===== config.mk =====
export PLATFORM = sky130hd
export DESIGN_NAME = hsk_top
export DESIGN_NICKNAME = d
export VERILOG_FILES = /design/src/rtl/hsk_pkg.sv /design/src/rtl/hsk_wor.sv /design/src/rtl/hsk_master.sv /design/src/rtl/hsk_slave.sv /design/src/rtl/hsk_top.sv
export SDC_FILE = /design/constraint.sdc
export NUM_CORES = 1
export LEC_CHECK = 0
export BUFFER_PORTS_ARGS = -buffer_cell sky130_fd_sc_hd__buf_4
export CORE_MARGIN = 2
export CORE_UTILIZATION = 30
export CTS_BUF_LIST = sky130_fd_sc_hd__clkbuf_8
export DETAILED_ROUTE_END_ITERATION = 10
export PLACE_DENSITY = 0.52
export SYNTH_ARGS = -nofsm -noshare
export SYNTH_HDL_FRONTEND = slang
export SYNTH_SLANG_ARGS = --single-unit

===== constraint.sdc =====
create_clock -name clk -period 2.4 [get_ports clk]
set_input_delay 0.48 -clock clk [delete_from_list [all_inputs] [get_ports clk]]
set_output_delay 0.48 -clock clk [all_outputs]
set_load 0.1 [all_outputs]

===== src/rtl/hsk_pkg.sv =====
package hsk_pkg;
    localparam int unsigned AD_W = 32;

    typedef enum logic [2:0] {
        MS_IDLE,
        MS_ADDR,
        MS_AWAIT,
        MS_DRISE,
        MS_DFALL,
        MS_END
    } mst_state_e;

    typedef enum logic [1:0] {
        SS_IDLE,
        SS_HOLD,
        SS_WRISE,
        SS_WFALL
    } slv_state_e;
endpackage


===== src/rtl/hsk_wor.sv =====
module hsk_wor #(
    parameter int unsigned N = 3
) (
    input  logic [N-1:0] ak_v,
    input  logic [N-1:0] ai_v,
    input  logic [N-1:0] dk_v,
    input  logic [N-1:0] di_v,
    output logic         ak,
    output logic         ai,
    output logic         dk,
    output logic         di
);
    // each line is high while any agent pulls it
    logic [N:0] ak_c, ai_c, dk_c, di_c;

    assign ak_c[0] = 1'b0;
    assign ai_c[0] = 1'b0;
    assign dk_c[0] = 1'b0;
    assign di_c[0] = 1'b0;

    for (genvar k = 0; k < N; k++) begin : g_or
        assign ak_c[k+1] = ak_c[k] | ak_v[k];
        assign ai_c[k+1] = ai_c[k] | ai_v[k];
        assign dk_c[k+1] = dk_c[k] | dk_v[k];
        assign di_c[k+1] = di_c[k] | di_v[k];
    end

    assign ak = ak_c[N];
    assign ai = ai_c[N];
    assign dk = dk_c[N];
    assign di = di_c[N];
endmodule


===== src/rtl/hsk_master.sv =====
module hsk_master
    import hsk_pkg::*;
#(
    parameter int unsigned LEN_W = 32
) (
    input  logic             clk,
    input  logic             rst_n,
    input  logic             go,
    input  logic [AD_W-1:0]  go_addr,
    input  logic [LEN_W-1:0] go_len,
    input  logic [AD_W-1:0]  src_word,
    output logic             src_pop,
    output logic             busy,
    output logic             done,
    output logic [AD_W-1:0]  ad_o,
    output logic             as_o,
    output logic             ds_o,
    input  logic             ak_i,
    input  logic             ai_i,
    input  logic             dk_i,
    input  logic             di_i
);
    mst_state_e       state_q, state_d;
    logic [LEN_W-1:0] rem_q;
    logic [AD_W-1:0]  ad_q;
    logic             as_q, ds_q, done_q;
    logic             load_word;
    logic             last;

    assign last = (rem_q == '0);

    always_comb begin
        state_d   = state_q;
        load_word = 1'b0;
        unique case (state_q)
            MS_IDLE:  if (go) state_d = MS_ADDR;
            MS_ADDR:  state_d = MS_AWAIT;
            MS_AWAIT: if (!ai_i) begin
                state_d   = last ? MS_END : MS_DRISE;
                load_word = !last;
            end
            MS_DRISE: if (!di_i) begin
                state_d   = last ? MS_END : MS_DFALL;
                load_word = !last;
            end
            MS_DFALL: if (!dk_i) begin
                state_d   = last ? MS_END : MS_DRISE;
                load_word = !last;
            end
            MS_END:   if (!ak_i) state_d = MS_IDLE;
            default:  state_d = MS_IDLE;
        endcase
    end

    // state register
    always_ff @(posedge clk) begin
        if (!rst_n) state_q <= MS_IDLE;
        else        state_q <= state_d;
    end

    // output and datapath registers
    always_ff @(posedge clk) begin
        if (!rst_n) begin
            ad_q   <= '0;
            rem_q  <= '0;
            as_q   <= 1'b0;
            ds_q   <= 1'b0;
            done_q <= 1'b0;
        end else begin
            if (state_q == MS_IDLE && go) begin
                ad_q  <= go_addr;
                rem_q <= go_len;
            end
            if (load_word) begin
                ad_q  <= src_word;
                rem_q <= rem_q - LEN_W'(1);
            end
            as_q   <= (state_d == MS_AWAIT) || (state_d == MS_DRISE) || (state_d == MS_DFALL);
            ds_q   <= (state_d == MS_DRISE);
            done_q <= (state_q == MS_END) && !ak_i;
        end
    end

    assign ad_o    = ad_q;
    assign as_o    = as_q;
    assign ds_o    = ds_q;
    assign done    = done_q;
    assign busy    = (state_q != MS_IDLE);
    assign src_pop = load_word;

    assert_addr_hold_R2: assert property (@(posedge clk) disable iff (!rst_n)
        (as_q && ai_i) |=> $stable(ad_q))
        else $error("address moved before release");
    assert_ds_high_hold_R5: assert property (@(posedge clk) disable iff (!rst_n)
        (as_q && ds_q && di_i) |=> ds_q)
        else $error("data strobe dropped early");
    assert_ds_low_hold_R6: assert property (@(posedge clk) disable iff (!rst_n)
        (as_q && !ds_q && dk_i) |=> !ds_q)
        else $error("data strobe raised early");
    assert_as_reentry_R9: assert property (@(posedge clk) disable iff (!rst_n)
        (!as_q && ak_i) |=> !as_q)
        else $error("address strobe reasserted under acknowledge");
endmodule


===== src/rtl/hsk_slave.sv =====
module hsk_slave
    import hsk_pkg::*;
#(
    parameter logic [AD_W-1:0] BASE  = 32'h1000_0000,
    parameter logic [AD_W-1:0] SIZE  = 32'h0000_1000,
    parameter logic [AD_W-1:0] BCAST = 32'hFFFF_FFFF
) (
    input  logic            clk,
    input  logic            rst_n,
    input  logic [AD_W-1:0] ad_i,
    input  logic            as_i,
    input  logic            ds_i,
    output logic            ak_o,
    output logic            ai_o,
    output logic            dk_o,
    output logic            di_o,
    output logic            rx_valid_o,
    output logic [AD_W-1:0] rx_word_o
);
    localparam logic [AD_W:0] LO = {1'b0, BASE};
    localparam logic [AD_W:0] HI = {1'b0, BASE} + {1'b0, SIZE};

    slv_state_e      state_q, state_d;
    logic [AD_W:0]   ad_x;
    logic            hit;
    logic            latch;
    logic            rx_valid_q;
    logic [AD_W-1:0] rx_word_q;

    assign ad_x = {1'b0, ad_i};
    assign hit  = (ad_i == BCAST) || ((ad_x >= LO) && (ad_x < HI));

    always_comb begin
        state_d = state_q;
        latch   = 1'b0;
        unique case (state_q)
            SS_IDLE:  if (as_i) state_d = hit ? SS_WRISE : SS_HOLD;
            SS_HOLD:  if (!as_i) state_d = SS_IDLE;
            SS_WRISE: if (!as_i) state_d = SS_IDLE;
                      else if (ds_i) begin
                          state_d = SS_WFALL;
                          latch   = 1'b1;
                      end
            SS_WFALL: if (!as_i) state_d = SS_IDLE;
                      else if (!ds_i) begin
                          state_d = SS_WRISE;
                          latch   = 1'b1;
                      end
            default:  state_d = SS_IDLE;
        endcase
    end

    // state register
    always_ff @(posedge clk) begin
        if (!rst_n) state_q <= SS_IDLE;
        else        state_q <= state_d;
    end

    // line drives follow the state
    always_comb begin
        ak_o = (state_q != SS_IDLE);
        ai_o = (state_q == SS_IDLE);
        dk_o = (state_q == SS_WFALL);
        di_o = (state_q == SS_WRISE);
    end

    always_ff @(posedge clk) begin
        if (!rst_n) begin
            rx_valid_q <= 1'b0;
            rx_word_q  <= '0;
        end else begin
            rx_valid_q <= latch;
            if (latch) rx_word_q <= ad_i;
        end
    end

    assign rx_valid_o = rx_valid_q;
    assign rx_word_o  = rx_word_q;

    assert_ak_under_as_R3: assert property (@(posedge clk) disable iff (!rst_n)
        $rose(ak_o) |-> as_i)
        else $error("acknowledge without address strobe");
    assert_ak_release_R9: assert property (@(posedge clk) disable iff (!rst_n)
        $fell(ak_o) |-> !as_i)
        else $error("acknowledge dropped under address strobe");
    assert_word_in_txn_R5: assert property (@(posedge clk) disable iff (!rst_n)
        rx_valid_o |-> as_i)
        else $error("word delivered outside a transfer");
endmodule


===== src/rtl/hsk_top.sv =====
module hsk_top
    import hsk_pkg::*;
#(
    parameter int unsigned NSLV      = 3,
    parameter int unsigned LEN_W     = 32,
    parameter logic [31:0] WIN_BASE  = 32'h1000_0000,
    parameter logic [31:0] WIN_SIZE  = 32'h0000_1000,
    parameter logic [31:0] BCAST     = 32'hFFFF_FFFF
) (
    input  logic               clk,
    input  logic               rst_n,
    input  logic               go,
    input  logic [31:0]        go_addr,
    input  logic [LEN_W-1:0]   go_len,
    input  logic [31:0]        src_word,
    output logic               src_pop,
    output logic               busy,
    output logic               done,
    output logic [31:0]        bus_ad,
    output logic               bus_as,
    output logic               bus_ds,
    output logic               line_ak,
    output logic               line_ai,
    output logic               line_dk,
    output logic               line_di,
    output logic [NSLV-1:0]    rx_valid,
    output logic [32*NSLV-1:0] rx_word
);
    logic [NSLV-1:0] ak_v, ai_v, dk_v, di_v;

    hsk_master #(.LEN_W(LEN_W)) u_mst (
        .clk      (clk),
        .rst_n    (rst_n),
        .go       (go),
        .go_addr  (go_addr),
        .go_len   (go_len),
        .src_word (src_word),
        .src_pop  (src_pop),
        .busy     (busy),
        .done     (done),
        .ad_o     (bus_ad),
        .as_o     (bus_as),
        .ds_o     (bus_ds),
        .ak_i     (line_ak),
        .ai_i     (line_ai),
        .dk_i     (line_dk),
        .di_i     (line_di)
    );

    for (genvar i = 0; i < NSLV; i++) begin : g_slv
        hsk_slave #(
            .BASE  (WIN_BASE + 32'(i) * WIN_SIZE),
            .SIZE  (WIN_SIZE),
            .BCAST (BCAST)
        ) u_slv (
            .clk        (clk),
            .rst_n      (rst_n),
            .ad_i       (bus_ad),
            .as_i       (bus_as),
            .ds_i       (bus_ds),
            .ak_o       (ak_v[i]),
            .ai_o       (ai_v[i]),
            .dk_o       (dk_v[i]),
            .di_o       (di_v[i]),
            .rx_valid_o (rx_valid[i]),
            .rx_word_o  (rx_word[32*i +: 32])
        );
    end

    hsk_wor #(.N(NSLV)) u_wor (
        .ak_v (ak_v),
        .ai_v (ai_v),
        .dk_v (dk_v),
        .di_v (di_v),
        .ak   (line_ak),
        .ai   (line_ai),
        .dk   (line_dk),
        .di   (line_di)
    );

    assert_release_with_ack_R3: assert property (@(posedge clk) disable iff (!rst_n)
        $fell(line_ai) |-> line_ak)
        else $error("address release fell without acknowledge");
    assert_word_per_edge_R6: assert property (@(posedge clk) disable iff (!rst_n)
        (|rx_valid) |-> ($past(bus_ds) != $past(bus_ds, 2)))
        else $error("word delivered without a strobe edge");
    assert_data_lines_quiet_R7: assert property (@(posedge clk) disable iff (!rst_n)
        !bus_as |=> !(line_dk && line_di))
        else $error("data lines both driven");
endmodule


==> results of run 1 <==
==> through the flow <==
stage,cells,hold slack (ps),util [%]
after floorplan,934,451.5,-
after global placement,1528,442.5,42.48
after detailed placement,1528,448.1,42.48
after CTS,1574,240.0,45.35
after global routing,1576,248.7,46.02
final,1577,271.9,46.03
==> kinds of logic (layout without fill, tap and decap cells) <==
family,after synthesis,after routing
and+or+nand+nor,404,404
AOI/OAI and AO/OA,259,259
DFF,175,175
buffers and inverters,85,403
muxes,5,5
xor gates and xnor gates,4,4
adders and majority gates,2,2
other,0,1
==> cells in the mapped netlist, types with 6 or more instances <==
cell and instances:
sky130_fd_sc_hd__o211ai_1 8, sky130_fd_sc_hd__nand3_1 39, sky130_fd_sc_hd__nor3_1 17, sky130_fd_sc_hd__nand2_1 245, sky130_fd_sc_hd__clkbuf_1 56, sky130_fd_sc_hd__a31oi_1 17
sky130_fd_sc_hd__a21oi_1 142, sky130_fd_sc_hd__or3_1 15, sky130_fd_sc_hd__a22oi_1 28, sky130_fd_sc_hd__nand2b_1 9, sky130_fd_sc_hd__nor2b_1 6, sky130_fd_sc_hd__or4_1 6
sky130_fd_sc_hd__dfxtp_1 175, sky130_fd_sc_hd__o311ai_0 6, sky130_fd_sc_hd__nor2_1 28, sky130_fd_sc_hd__nor4_1 9, sky130_fd_sc_hd__a311oi_1 8, sky130_fd_sc_hd__buf_6 6
sky130_fd_sc_hd__nand4_1 9, sky130_fd_sc_hd__o21ai_0 12, sky130_fd_sc_hd__inv_1 11, sky130_fd_sc_hd__o21a_1 7, sky130_fd_sc_hd__and3_1 6
==> cell usage in the layout (no fill, tap or decap), types with 9 or more instances in the layout <==
cell type                  count
sky130_fd_sc_hd__clkbuf_8     18
sky130_fd_sc_hd__nand4_1       9
sky130_fd_sc_hd__nand2b_1      9
sky130_fd_sc_hd__dfxtp_1     172
sky130_fd_sc_hd__buf_4       336
sky130_fd_sc_hd__a22oi_2      20
sky130_fd_sc_hd__a31oi_1      17
sky130_fd_sc_hd__nor2_1       28
sky130_fd_sc_hd__nand3_1      28
sky130_fd_sc_hd__nand2_1     244
sky130_fd_sc_hd__buf_12       14
sky130_fd_sc_hd__inv_1        10
sky130_fd_sc_hd__nor4_1        9
sky130_fd_sc_hd__a21oi_1     135
sky130_fd_sc_hd__nand3_2      11
sky130_fd_sc_hd__nor3_1       13
sky130_fd_sc_hd__or3_1        14
==> layout make-up <==
cell class              count  area share, %
well taps                 324          3.622
repair buffers            358          26.45
flip-flops and latches    175          31.33
inverters                  13         0.4807
clock buffers              18          2.213
diodes                      1        0.02236
clock inverters            14          1.531
multi-input cells         674          34.35
==> routing by layer <==
metal | global-route usage (%) | share of wire, % | up-vias | wire (um)
li1 | - | - | 3902 | -
met1 | 28.38 | 46 | 3705 | 12910
met2 | 33.68 | 46 | 240 | 13060
met3 | 4.443 | 5.7 | 26 | 1589
met4 | 5.398 | 1.8 | 2 | 518
met5 | 0 | 0.057 | - | 16
==> sequential cells by signal, summed over array words and instances (netlist names) <==
| signal | flops |
|---|---|
| g_slv.u_slv.rx_word_o | 96 |
| u_mst.state_q | 3 |
| g_slv.u_slv.rx_valid_o | 3 |
| u_mst.done | 1 |
| u_mst.ds_o | 1 |
| g_slv.u_slv.state_q | 6 |
| u_mst.rem_q | 32 |
| u_mst.as_o | 1 |
| u_mst.ad_o | 32 |
==> power by group through the flow <==
stage,sequential [mW],combinational (mW),clock (mW)
3_3_place_gp,3.19,1.72,0
5_1_grt,3.14,1.93,2.29
2_1_floorplan,3.56,0.633,0
6_report,3.13,1.82,2.12
3_5_place_dp,3.19,1.72,0
4_1_cts,3.12,1.78,2.19
==> worst max path at each step <==
stage | startpoint | end | slack, ps
finish | u_mst.rem_q[8]$_SDFFE_PN0P_ | src_pop | -380
global route | u_mst.rem_q[8]$_SDFFE_PN0P_ | src_pop | -460
CTS | u_mst.rem_q[8]$_SDFFE_PN0P_ | src_pop | -390
detailed placement | u_mst.rem_q[8]$_SDFFE_PN0P_ | u_mst.rem_q[3]$_SDFFE_PN0P_ | -130
global placement | u_mst.rem_q[8]$_SDFFE_PN0P_ | u_mst.rem_q[3]$_SDFFE_PN0P_ | -100
floorplan | u_mst.rem_q[6]$_SDFFE_PN0P_ | src_pop | -60
==> worst max-delay path, delay by kind of cell, from the launching register on <==
kind,cells,cell delay [ps]
AO/OA/AOI/OAI,1,130
flip-flops,1,330
AND/OR/NAND/NOR,3,1150
buffers and inverters,2,220
==> repair_timing <==
item / CTS / global route
endpoints found under the setup margin: 29 / 64
gates cloned: 3 / 0
endpoints found under the hold margin: 0 / 0
pin swaps: 9 / 13
resized for setup: 26 / 31
setup buffers: 11 / 7
==> metrics list, run 1 <==
* Status: complete, but fails checks
* Failing checks: negative setup slack
* First-pass iteration count of the detailed router: 5
* First-pass GRT wire length: 42610 um
- Clk Latency, worst-skew pair: 470 ps
- Average cell area after synthesis: 7.961 um^2
- Die boundary width: 161.4 um
- Via count of the first global-routing pass: 7550
- Hold-critical path endpoint: u_mst.rem_q[23]$_SDFFE_PN0P_
- After synthesis the cells add up to 0.007436 mm^2.
- Root buf cell: sky130_fd_sc_hd__clkbuf_8
* Ordered cell list for the critical path: or4_4 -> or4_4 -> nor3_4 -> a21o_4 -> inv_4 -> buf_12
- Via-per-instance ratio: 4.994
* Worst slack at placement: -129.3 ps
- After filler insertion, the fill cell instance count of the layout stands at 2459.
* Count of vias placed by the detailed router: 7875
- The worst register-to-register path has a depth of 8.
- Post-route total power: 7.067 mW
* Post-detailed-routing wire length: 28100 um
- Complex-gate fraction of the synthesized area: 21.40%
- Of the cells placed in the final design, the portion with a size suffix greater than 1 is 37.38%.
* Least setup slack across all paths after layout: -383.2 ps
* Register-to-register path setup slack: -210 ps
- Of the total power, combinational logic draws 25.7%.
- Sequential cell area: 0.003507 mm^2
* Area added between synthesis and finish: 50.53%
* IR Drop Worst-Case VDD: 0.0002848 V
* Total of warnings raised by yosys: 0
- Largest fanout on the critical path: 5
- Synth Flop Type: sky130_fd_sc_hd__dfxtp_1
- The startpoint identified for the worst register-to-register timing path is g_slv[2].u_slv.state_q[1]$_SDFFE_PN0P_.
- Total Die Area: 0.02606 mm^2
* Clock group share of total power: 30.0%
- Synthesized-area fraction occupied by adder cells: 0.3365%
- In this run, synthesis inferred 0 flip-flops with an integrated enable.
- Dividing the final minimum period by the clock period gives 116.0%.
- Power density relative to cell area: 631.3 mW/mm^2
- Area fraction of the dominant cell type after synthesis: 47.11%
- The HPWL after detailed placement is 20110 um.
* Xor-xnor portion of the synthesized cell area: 0.4711%
- Timing would allow up to 359.3 MHz.
* Final critical path time including I/O delays and setup: 2783 ps
- For this design the static power due to leakage is 4.533 nW.
- Setup violations remaining at the end of the flow were counted as 32.
- Setup repair after global routing could not meet its margin everywhere.
- Final estimated routing congestion in global placement: 0.8201
- For the pin with the worst max-slew slack, the measured transition is 529.4 ps.
- The first routing iteration left 424 violations.
* All-layer global routing usage: 20.87%
- The critical path in this run is classified as register to primary output.
* End of the worst register-to-register path: u_mst.rem_q[8]$_SDFFE_PN0P_
- Effective utilization at floorplan: 30.58%
* Max-slew headroom at the worst pin: 64.61%
- Die height: 161.4 um
- Final Cell Area: 0.01119 mm^2
* Area of the core region: 0.02432 mm^2
* Remaining design rule violation count: 0
- STA classifies the critical path startpoint as a register.
- Max Clock Skew: 21.47 ps
- For this run the aggregate overflow at the end of global routing stands at 0.
* Clock buffer depth: 2
- Cell internal power was estimated by the tool at 4.509 mW.
- Data arrival time of the worst path: 2300 ps
* Delay contributed by the slowest stage of the critical path: 530 ps
- In this run, post-CTS hold repair placed 0 buffers.
* Hold path cells: 3
- Switch share: 36.19%
- Worst Min Path Start: go_len[23]
- The worst hold path belongs to the class input pin to register.
- Clock tree synthesis inserted a total of 17 buffers.
- Post-synthesis register bit count: 175
- Combined area of the multi-input logic cells: 0.003845 mm^2
- FFs w/ async S/R, synth: 0%
* Net Count, Synth: 1035
- After the last flow step, the layout net total stands at 1340.
- Number of clock sinks: 175
- For the worst setup path, the data required time is 1920 ps.
- I/O pins: 239
- Share of the yosys chip area belonging to registers: 47.11%
* Distinct cell type count after synthesis: 61
- Max-cap violations in this run came to 0.
- Power dissipated by switching net loads: 2.557 mW
* Kind of end point of the critical path: primary output
- Synth Instances: 934
* Final-layout setup total negative slack: -2565 ps
* Hold Vio Cnt, Final: 0
* Initial antenna violation count: 2
- Multiplexer share of the synthesized area: 0.7067%
* Placed cell area: 0.01033 mm^2
- In this run the remaining antenna-violating nets after routing total 0.
- Cell types with the largest area share after synthesis: sky130_fd_sc_hd__dfxtp_1 47%, sky130_fd_sc_hd__nand2_1 12%, sky130_fd_sc_hd__a21oi_1 9.6%
- TritonCTS clock tree: yes
* Cell accounting for the most synthesized area: sky130_fd_sc_hd__dfxtp_1
- The final count of pins violating max slew is 0.
- Part of the power in registers: 44.2%
- Number of placement rows: 57
* Largest net degree at the start of global routing: 82
- Main combinational cell family by area after synthesis: simple AND/OR/NAND/NOR gates
- In this run the number of H-tree levels came out at 4.
* Cell repeated most along the worst path: sky130_fd_sc_hd__or4_4
- Routed WL per cell: 17.82 um
* Simple logic cell fraction of the synthesized area: 24.36%
- Among all stages on the critical path, the largest delay is contributed by sky130_fd_sc_hd__or4_4.
- After clock tree synthesis, the clock-pin slew on the worst setup and hold paths is 110 ps.
- The count of buffers added on input and output ports is 238.
Note: power is estimated with default switching activity, not from simulation.
==> run 2, diff against run 1 <==
==> constraint.sdc (replaced) <==
create_clock -name clk -period 2.5 [get_ports clk]
set_input_delay 0.125 -clock clk [delete_from_list [all_inputs] [get_ports clk]]
set_output_delay 0.125 -clock clk [all_outputs]
set_load 0.1 [all_outputs]
==> run 2 against run 1 <==
Against the previous run: the run still ends with negative setup slack left; utilization is 0.43 points higher; sequential share of layout area decreased by 0.30 points; worst hold slack got worse by 220 ps; final cell count grew 3.2%; non-clock buffer count increased by 51; critical endpoint unchanged.
==> metrics list, run 2 (synthesized netlist as in run 1, its figures left out) <==
* Status: complete, but fails checks
- The checks that failed: negative setup slack.
- Max-cap check violation count: 0 (unchanged)
- The count of non-filler cells in the finished layout came to 1627 (+3.2%).
- IO Port Bufs: 238 (unchanged)
* Hold Vio Cnt, Final: 0 (unchanged)
- Die height: 161.4 um (unchanged)
- Number of buffers and inverters on the critical path: 3 (+1)
- Most used cells in the layout excluding fill and tap cells: 315 x sky130_fd_sc_hd__buf_4, 244 x sky130_fd_sc_hd__nand2_1, 173 x sky130_fd_sc_hd__dfxtp_1, 142 x sky130_fd_sc_hd__a21oi_1, 84 x sky130_fd_sc_hd__dlygate4sd3_1
- The global-route wire length before repair is 44490 um (+4.4%).
- The total routing usage reported by global routing was 21.76% (+0.89 points).
- The average detailed-routed wire length per instance was 17.80 um (about the same).
- The total length of routed wires came to 28970 um (+3.1%).
- Power density relative to cell area: 586.4 mW/mm^2 (-7.1%)
- Type of origin of the critical path: register
* Clock slew at reported path FFs: 110 ps (about the same)
* Commonest non-fill, non-tap cell in the layout: sky130_fd_sc_hd__buf_4
* Largest net degree at the start of global routing: 63 (-23%)
- Worst hold slack after final layout: 55.07 ps (-216.8 ps)
- Least setup slack across all paths after layout: -51.83 ps (+331.3 ps)
- Number of nets in the final layout: 1391 (+3.8%)
* CTS H-tree lvls: 4 (unchanged)
- TritonCTS clock tree: yes
- The worst slew margin relative to its limit came to 62.29% (-2.3 points).
* Count of vias placed by the detailed router: 8115 (+3.0%)
- The post-route antenna net violation count is 0 (unchanged).
- Hold path cells: 2 (-1)
* Clock buffer depth: 2 (unchanged)
- Maximum operating frequency: 391.9 MHz
- Clk Latency, worst-skew pair: 450 ps (-20 ps)
- On the critical path the largest part of the delay comes from simple AND/OR/NAND/NOR gates.
- Logic depth of the worst path, buffers included: 7 (+1)
- Area added between synthesis and finish: 51.94%
- The placement row count is 57 (unchanged).
- Ordered cell list for the critical path: or4_4 -> or4_4 -> nor3_4 -> a21o_4 -> inv_4 -> buf_12 -> buf_12
- Max Clock Skew: 17.95 ps (-3.525 ps)
* Setup repair after global routing missed its margin: true
- The largest vdd supply drop is 0.0003357 V (+18%).
- The worst path in the final design needs a cycle of 2552 ps, including I/O delays and setup.
* Remaining design rule violation count: 0 (unchanged)
* HPWL Detailed: 20150 um (+0.21%)
- The area of the die is 0.02606 mm^2 (unchanged).
- The min-delay analysis places its worst path in the category input pin to register.
- The worst slack after detailed placement is -13.60 ps (+115.7 ps).
- The critical path's largest stage delay came to 540 ps (about the same).
- Final estimated routing congestion in global placement: 0.8295 (+1.1%)
* Die boundary width: 161.4 um (unchanged)
- The number of clock buffers inserted by TritonCTS came to 17 (unchanged).
- The worst reg2reg path depth is 9 (+1).
* Data arrival time of the worst path: 2430 ps (+130 ps)
- Proportion of layout cells with a drive suffix above 1: 29.09% (-8.3 points)
- The leakage power total was 4.582 nW (+1.1%).
- The area of the core region came to 0.02432 mm^2 (unchanged).
- The average vias per placed instance was 4.988 (-0.12%).
- The largest fanout on the critical path is 17 (+12).
* Cells after DPL: 1505 (-1.5%)
- Type of the worst setup path: register to primary output
* Final setup viols: 1 (-97%)
* I/O pins: 239 (unchanged)
- Max FFs per register: 96 (unchanged)
- Critical path's slowest cell: sky130_fd_sc_hd__or4_4
* Initial antenna violation count: 0 (-2)
- Global route total overflow: 0 (unchanged)
- The worst endpoint required time came to 2380 ps (+460 ps).
- First-pass iteration count of the detailed router: 5 (unchanged)
- Final Cycle Share: 102.1%
- The initial cell density of the core came to 30.58% (unchanged).
- Clock tree synthesis selected as its root buffer the cell sky130_fd_sc_hd__clkbuf_8.
* Number of clock sinks: 175 (unchanged)
- STA classifies the critical path endpoint as a primary output.
* Max-slew violations: 0 (unchanged)
* Drt first-iter violations: 633 (+49%)
- Via count of the first global-routing pass: 7804 (+3.4%)
- Diode insertion count for antenna repair: 0 (-1)
- The measured slew at the worst slew-check pin was 560.5 ps (+31.14 ps).
-- run 2: report_power, final --
group          internal, mW  leakage [nW]  switching [mW]
clock network         0.744         0.186            1.19
registers              2.89          1.42           0.114
logic                 0.629          2.97            1.06
-- run 2: worst reg2reg max path: stages (launching register included) --
cell and delay [ps]:
sky130_fd_sc_hd__dfxtp_2 330, sky130_fd_sc_hd__a222oi_1 330, sky130_fd_sc_hd__buf_4 180, sky130_fd_sc_hd__nand2_1 60, sky130_fd_sc_hd__or3_4 340, sky130_fd_sc_hd__a21o_4 230
sky130_fd_sc_hd__buf_4 160, sky130_fd_sc_hd__buf_12 140, sky130_fd_sc_hd__o311a_1 320, sky130_fd_sc_hd__o31a_1 290
-- run 2: area by class of cell --
class,instances,area (um^2)
Clock buffer,17,234.0
Clock inverter,15,147.6
Fill cell,2461,13020
Inverter,13,53.80
Multi-Input combinational cell,674,3553
Sequential cell,175,3506
Tap cell,324,405.4
Timing Repair Buffer,409,3398
-- run 2: final timing paths --
path                                            startpoint                                  endpoint  slack [ps]
setup / recovery               u_mst.rem_q[8]$_SDFFE_PN0P_                                   src_pop         -50
hold / removal                                       rst_n              u_mst.rem_q[20]$_SDFFE_PN0P_          60
setup reg to reg    g_slv[2].u_slv.state_q[1]$_SDFFE_PN0P_               u_mst.rem_q[8]$_SDFFE_PN0P_          30
hold reg to reg   g_slv[0].u_slv.rx_word_o[0]$_SDFFE_PN0P_  g_slv[0].u_slv.rx_word_o[0]$_SDFFE_PN0P_         460
-- run 2: stage by stage --
step                      setup TNS [ps]  utilization [%]  total power [mW]  instance area [um^2]
final                             -51.83            46.46             6.625                 11300
after global routing              -277.5            46.46             6.941                 11300
after CTS                         -107.2            46.07             6.679                 11200
after detailed placement          -13.60            40.90             4.619                  9946
after global placement            -9.368            40.90             4.616                  9946
after floorplan                        0                -             3.995                  7453
-- run 2: timing repair --
action | in CTS | in global routing
hold buffers | 84 | 0
hold endpoints to repair | 53 | 0
setup endpoints to repair | 2 | 13
setup buffers | 2 | 2
gates resized for setup | 8 | 7
gates cloned | 0 | 2
pin swaps | 2 | 5
-- run 2: per-layer routing --
metal	GRT usage, %	vias to the layer above	part of all wire (%)
li1	-	4003	-
met3	3.210	28	5.6
met2	34.87	266	47
met1	30.36	3818	46
met4	6.453	0	1.8
met5	0	-	0
==> run 3, diff against run 2 <==
--- a/config.mk
+++ b/config.mk
@@ -6,6 +6,7 @@
 export NUM_CORES = 1
 export LEC_CHECK = 0
 export BUFFER_PORTS_ARGS = -buffer_cell sky130_fd_sc_hd__buf_4
+export CORE_ASPECT_RATIO = 0.7
 export CORE_MARGIN = 2
 export CORE_UTILIZATION = 30
 export CTS_BUF_LIST = sky130_fd_sc_hd__clkbuf_8
==> run 3 against run 2 <==
Against the previous run: the flow still finishes with violations (negative setup slack); non-clock buffer count increased by 6; count of clock-buffer cells in the layout increased by 3; combinational power about the same; die area about the same; utilization increased by 1.4 points; largest power group unchanged; highest routed layer unchanged.
==> metrics list, run 3 (synthesized netlist as in run 1, its figures left out) <==
- The area of the die came to 0.02608 mm^2 (about the same).
* Drt first-iter violations: 521 (-18%)
- I/O pins: 239 (unchanged)
* HPWL Detailed: 20310 um (+0.83%)
* Final critical path time including I/O delays and setup: 2666 ps (+114.6 ps)
* Maximum operating frequency: 375.0 MHz (-4.3%)
- The worst slack after detailed placement came to -54.09 ps (-40.49 ps).
- Max-cap check violation count: 0 (unchanged)
- Sequential cell area: 0.003507 mm^2 (about the same)
- Status: complete, but fails checks
- Max-slew violations: 0 (unchanged)
- The worst slew margin relative to its limit was 55.06% (-7.2 points).
- The initial cell density of the core is 30.35% (-0.23 points).
- Fill cell total of the finished layout: 2403 (-2.4%)
- The post-route total power was 6.850 mW (+3.4%).
- The data arrival time of the critical path came to 2540 ps (+110 ps).
* Initial antenna violation count: 0 (unchanged)
- The final-stage net count is 1397 (+0.43%).
- The path class of the tightest hold or removal check is input pin to register.
- The total power divided by cell area was 584.6 mW/mm^2 (-0.31%).
- The total vias in the final route was 8258 (+1.8%).
- Clock slew at reported path FFs: 100 ps (about the same)
- The share of final-layout standard cells stronger than drive strength 1 came to 31.83% (+2.7 points).
- Global route total overflow: 0 (unchanged)
- The post-route fraction of the period consumed by the critical path came to 106.7% (+4.6 points).
* Cell repeated most along the worst path: sky130_fd_sc_hd__buf_12
* Setup repair after global routing missed its margin: true
* Max Clock Skew: 19.45 ps (+1.502 ps)
* Die boundary width: 192.2 um (+19%)
- Clock buffer depth: 2 (unchanged)
- Via-per-instance ratio: 5.060 (+1.5%)
- Number of placement rows: 48 (-16%)
- Leakage power of the design: 4.711 nW (+2.8%)
- IO Port Bufs: 238 (unchanged)
- The library cells used most frequently in the layout, excluding fill and tap cells, are 305 x sky130_fd_sc_hd__buf_4, 244 x sky130_fd_sc_hd__nand2_1, 172 x sky130_fd_sc_hd__dfxtp_1, 130 x sky130_fd_sc_hd__a21oi_1, 87 x sky130_fd_sc_hd__dlygate4sd3_1.
* Number of clock sinks: 175 (unchanged)
- The total routing usage reported by global routing is 22.54% (+0.77 points).
- The post-route antenna net violation count came to 0 (unchanged).
* TritonCTS clock tree: yes
* Area added between synthesis and finish: 57.60%
- The count of endpoints failing setup in the final report was 24 (+23).
- Combined area of the multi-input logic cells: 0.003781 mm^2 (+6.4%)
* Largest fanout on the critical path: 26 (+9)
* Number of buffers created by CTS: 17 (unchanged)
- First-pass GRT wire length: 44890 um (+0.90%)
* CTS H-tree lvls: 4 (unchanged)
- Register-to-register path setup slack: -120 ps (-150 ps)
- The area of the core region came to 0.02450 mm^2 (+0.76%).
* Remaining design rule violation count: 0 (unchanged)
- The number of antenna repair diodes is 0 (unchanged).
- The pin count of the biggest net entering global routing is 53 (-16%).
- Failing checks: negative setup slack
- First-pass iteration count of the detailed router: 5 (unchanged)
- The source-to-sink clock delay at the later pin of the worst-skew pair is 470 ps (+20 ps).
- The measured slew at the worst slew-check pin came to 674.2 ps (+113.7 ps).
- The average detailed-routed wire length per instance is 18.67 um (+4.9%).
* Type of the worst setup path: register to primary output
- Max FFs per register: 96 (unchanged)
- The root buffer cell chosen for the clock tree is sky130_fd_sc_hd__clkbuf_8.
- Least setup slack across all paths after layout: -166.4 ps (-114.6 ps)
* Critical path's slowest cell: sky130_fd_sc_hd__or3b_4
- The worst endpoint required time is 2380 ps (about the same).
* Type of origin of the critical path: register
- Broken down by cell family, the worst path's largest delay share belongs to simple AND/OR/NAND/NOR gates.
* Ordered cell list for the critical path: nor4_1 -> or3b_4 -> nor3_4 -> a21o_4 -> inv_2 -> buf_12 -> buf_12
* Hold Vio Cnt, Final: 0 (unchanged)
- Core Util, Final: 47.82% (+1.4 points)
- Kind of end point of the critical path: primary output
- Post-detailed-routing wire length: 30470 um (+5.2%)
- The largest vdd supply drop is 0.0002988 V (-11%).
- Number of buffers and inverters on the critical path: 3 (unchanged)
- Delay contributed by the slowest stage of the critical path: 490 ps (-50 ps)
- The vertical extent of the die is 135.7 um (-16%).
- The number of global-route vias before repair was 7703 (-1.3%).
* Final estimated routing congestion in global placement: 0.7979 (-3.8%)
* Commonest non-fill, non-tap cell in the layout: sky130_fd_sc_hd__buf_4
==> run 3: changes by cell type in the layout (fill, tap and decap cells not counted), sizes merged, moves of 3 or more <==
cell	before	now
dlygate4sd3	84	87
inv	21	18
clkbuf	19	24
bufinv	0	3
clkinv	4	0
==> run 3: worst paths after layout <==
check / from / endpoint / cells past startpoint
hold / removal: rst_n / u_mst.rem_q[8]$_SDFFE_PN0P_ / 2
setup reg to reg: u_mst.rem_q[18]$_SDFFE_PN0P_ / u_mst.ad_o[2]$_SDFFE_PN0P_ / 11
setup / recovery: u_mst.rem_q[18]$_SDFFE_PN0P_ / src_pop / 7
hold reg to reg: g_slv[1].u_slv.rx_word_o[5]$_SDFFE_PN0P_ / g_slv[1].u_slv.rx_word_o[5]$_SDFFE_PN0P_ / 2
==> run 3: layout make-up <==
type                    instances  share of cell area (%)
inverters                      13                  0.4378
flip-flops and latches        175                   29.93
repair buffers                415                   30.49
clock inverters                10                   1.057
clock buffers                  20                   2.349
well taps                     325                   3.470
multi-input cells             674                   32.27
==> run 3: where the power goes <==
group | switching [mW] | leakage, nW | internal (mW)
sequential | 0.162 | 1.42 | 2.89
clock | 1.04 | 0.213 | 1.04
combinational | 1.07 | 3.08 | 0.653
total | 2.27 | 4.71 | 4.58
==> run 3: stage by stage <==
step / hold slack (ps) / instance area [um^2] / setup TNS, ps / std cells
2_1_floorplan: 275.4 / 7453 / 0 / 934
3_3_place_gp: 393.2 / 9882 / 0 / 1495
3_5_place_dp: 394.2 / 9882 / -172.8 / 1495
4_1_cts: 0.6105 / 11190 / -138.7 / 1614
5_1_grt: 2.783 / 11720 / -5414 / 1632
6_report: 29.11 / 11720 / -1237 / 1632
==> run 3: per-layer routing <==
metal,wire length (um),GRT usage (%),share of wire (%),up-vias
li1,-,-,-,4007
met1,14780,32.67,49,3977
met2,13630,34.35,45,249
met3,1714,4.688,5.6,25
met4,337,4.750,1.1,0
met5,0,0,0,-
==> run 3: worst reg2reg max path, stage by stage, from the launching register on <==
cell	delay, ps
sky130_fd_sc_hd__dfxtp_1	340
sky130_fd_sc_hd__nor4_1	490
sky130_fd_sc_hd__or3b_4	490
sky130_fd_sc_hd__nor3_4	230
sky130_fd_sc_hd__a21o_4	120
sky130_fd_sc_hd__buf_4	100
sky130_fd_sc_hd__buf_8	130
sky130_fd_sc_hd__buf_8	140
sky130_fd_sc_hd__buf_6	110
sky130_fd_sc_hd__buf_12	110
sky130_fd_sc_hd__nor2_1	50
sky130_fd_sc_hd__a311oi_2	220
==> run 3: timing repair <==
item                                    CTS  global route
hold buffers                             87             0
gates cloned                              0             5
buffers inserted                          2            13
resized for setup                         6            75
pin swaps                                 1            45
endpoints found under the setup margin   12            47
endpoints found under the hold margin    56             0
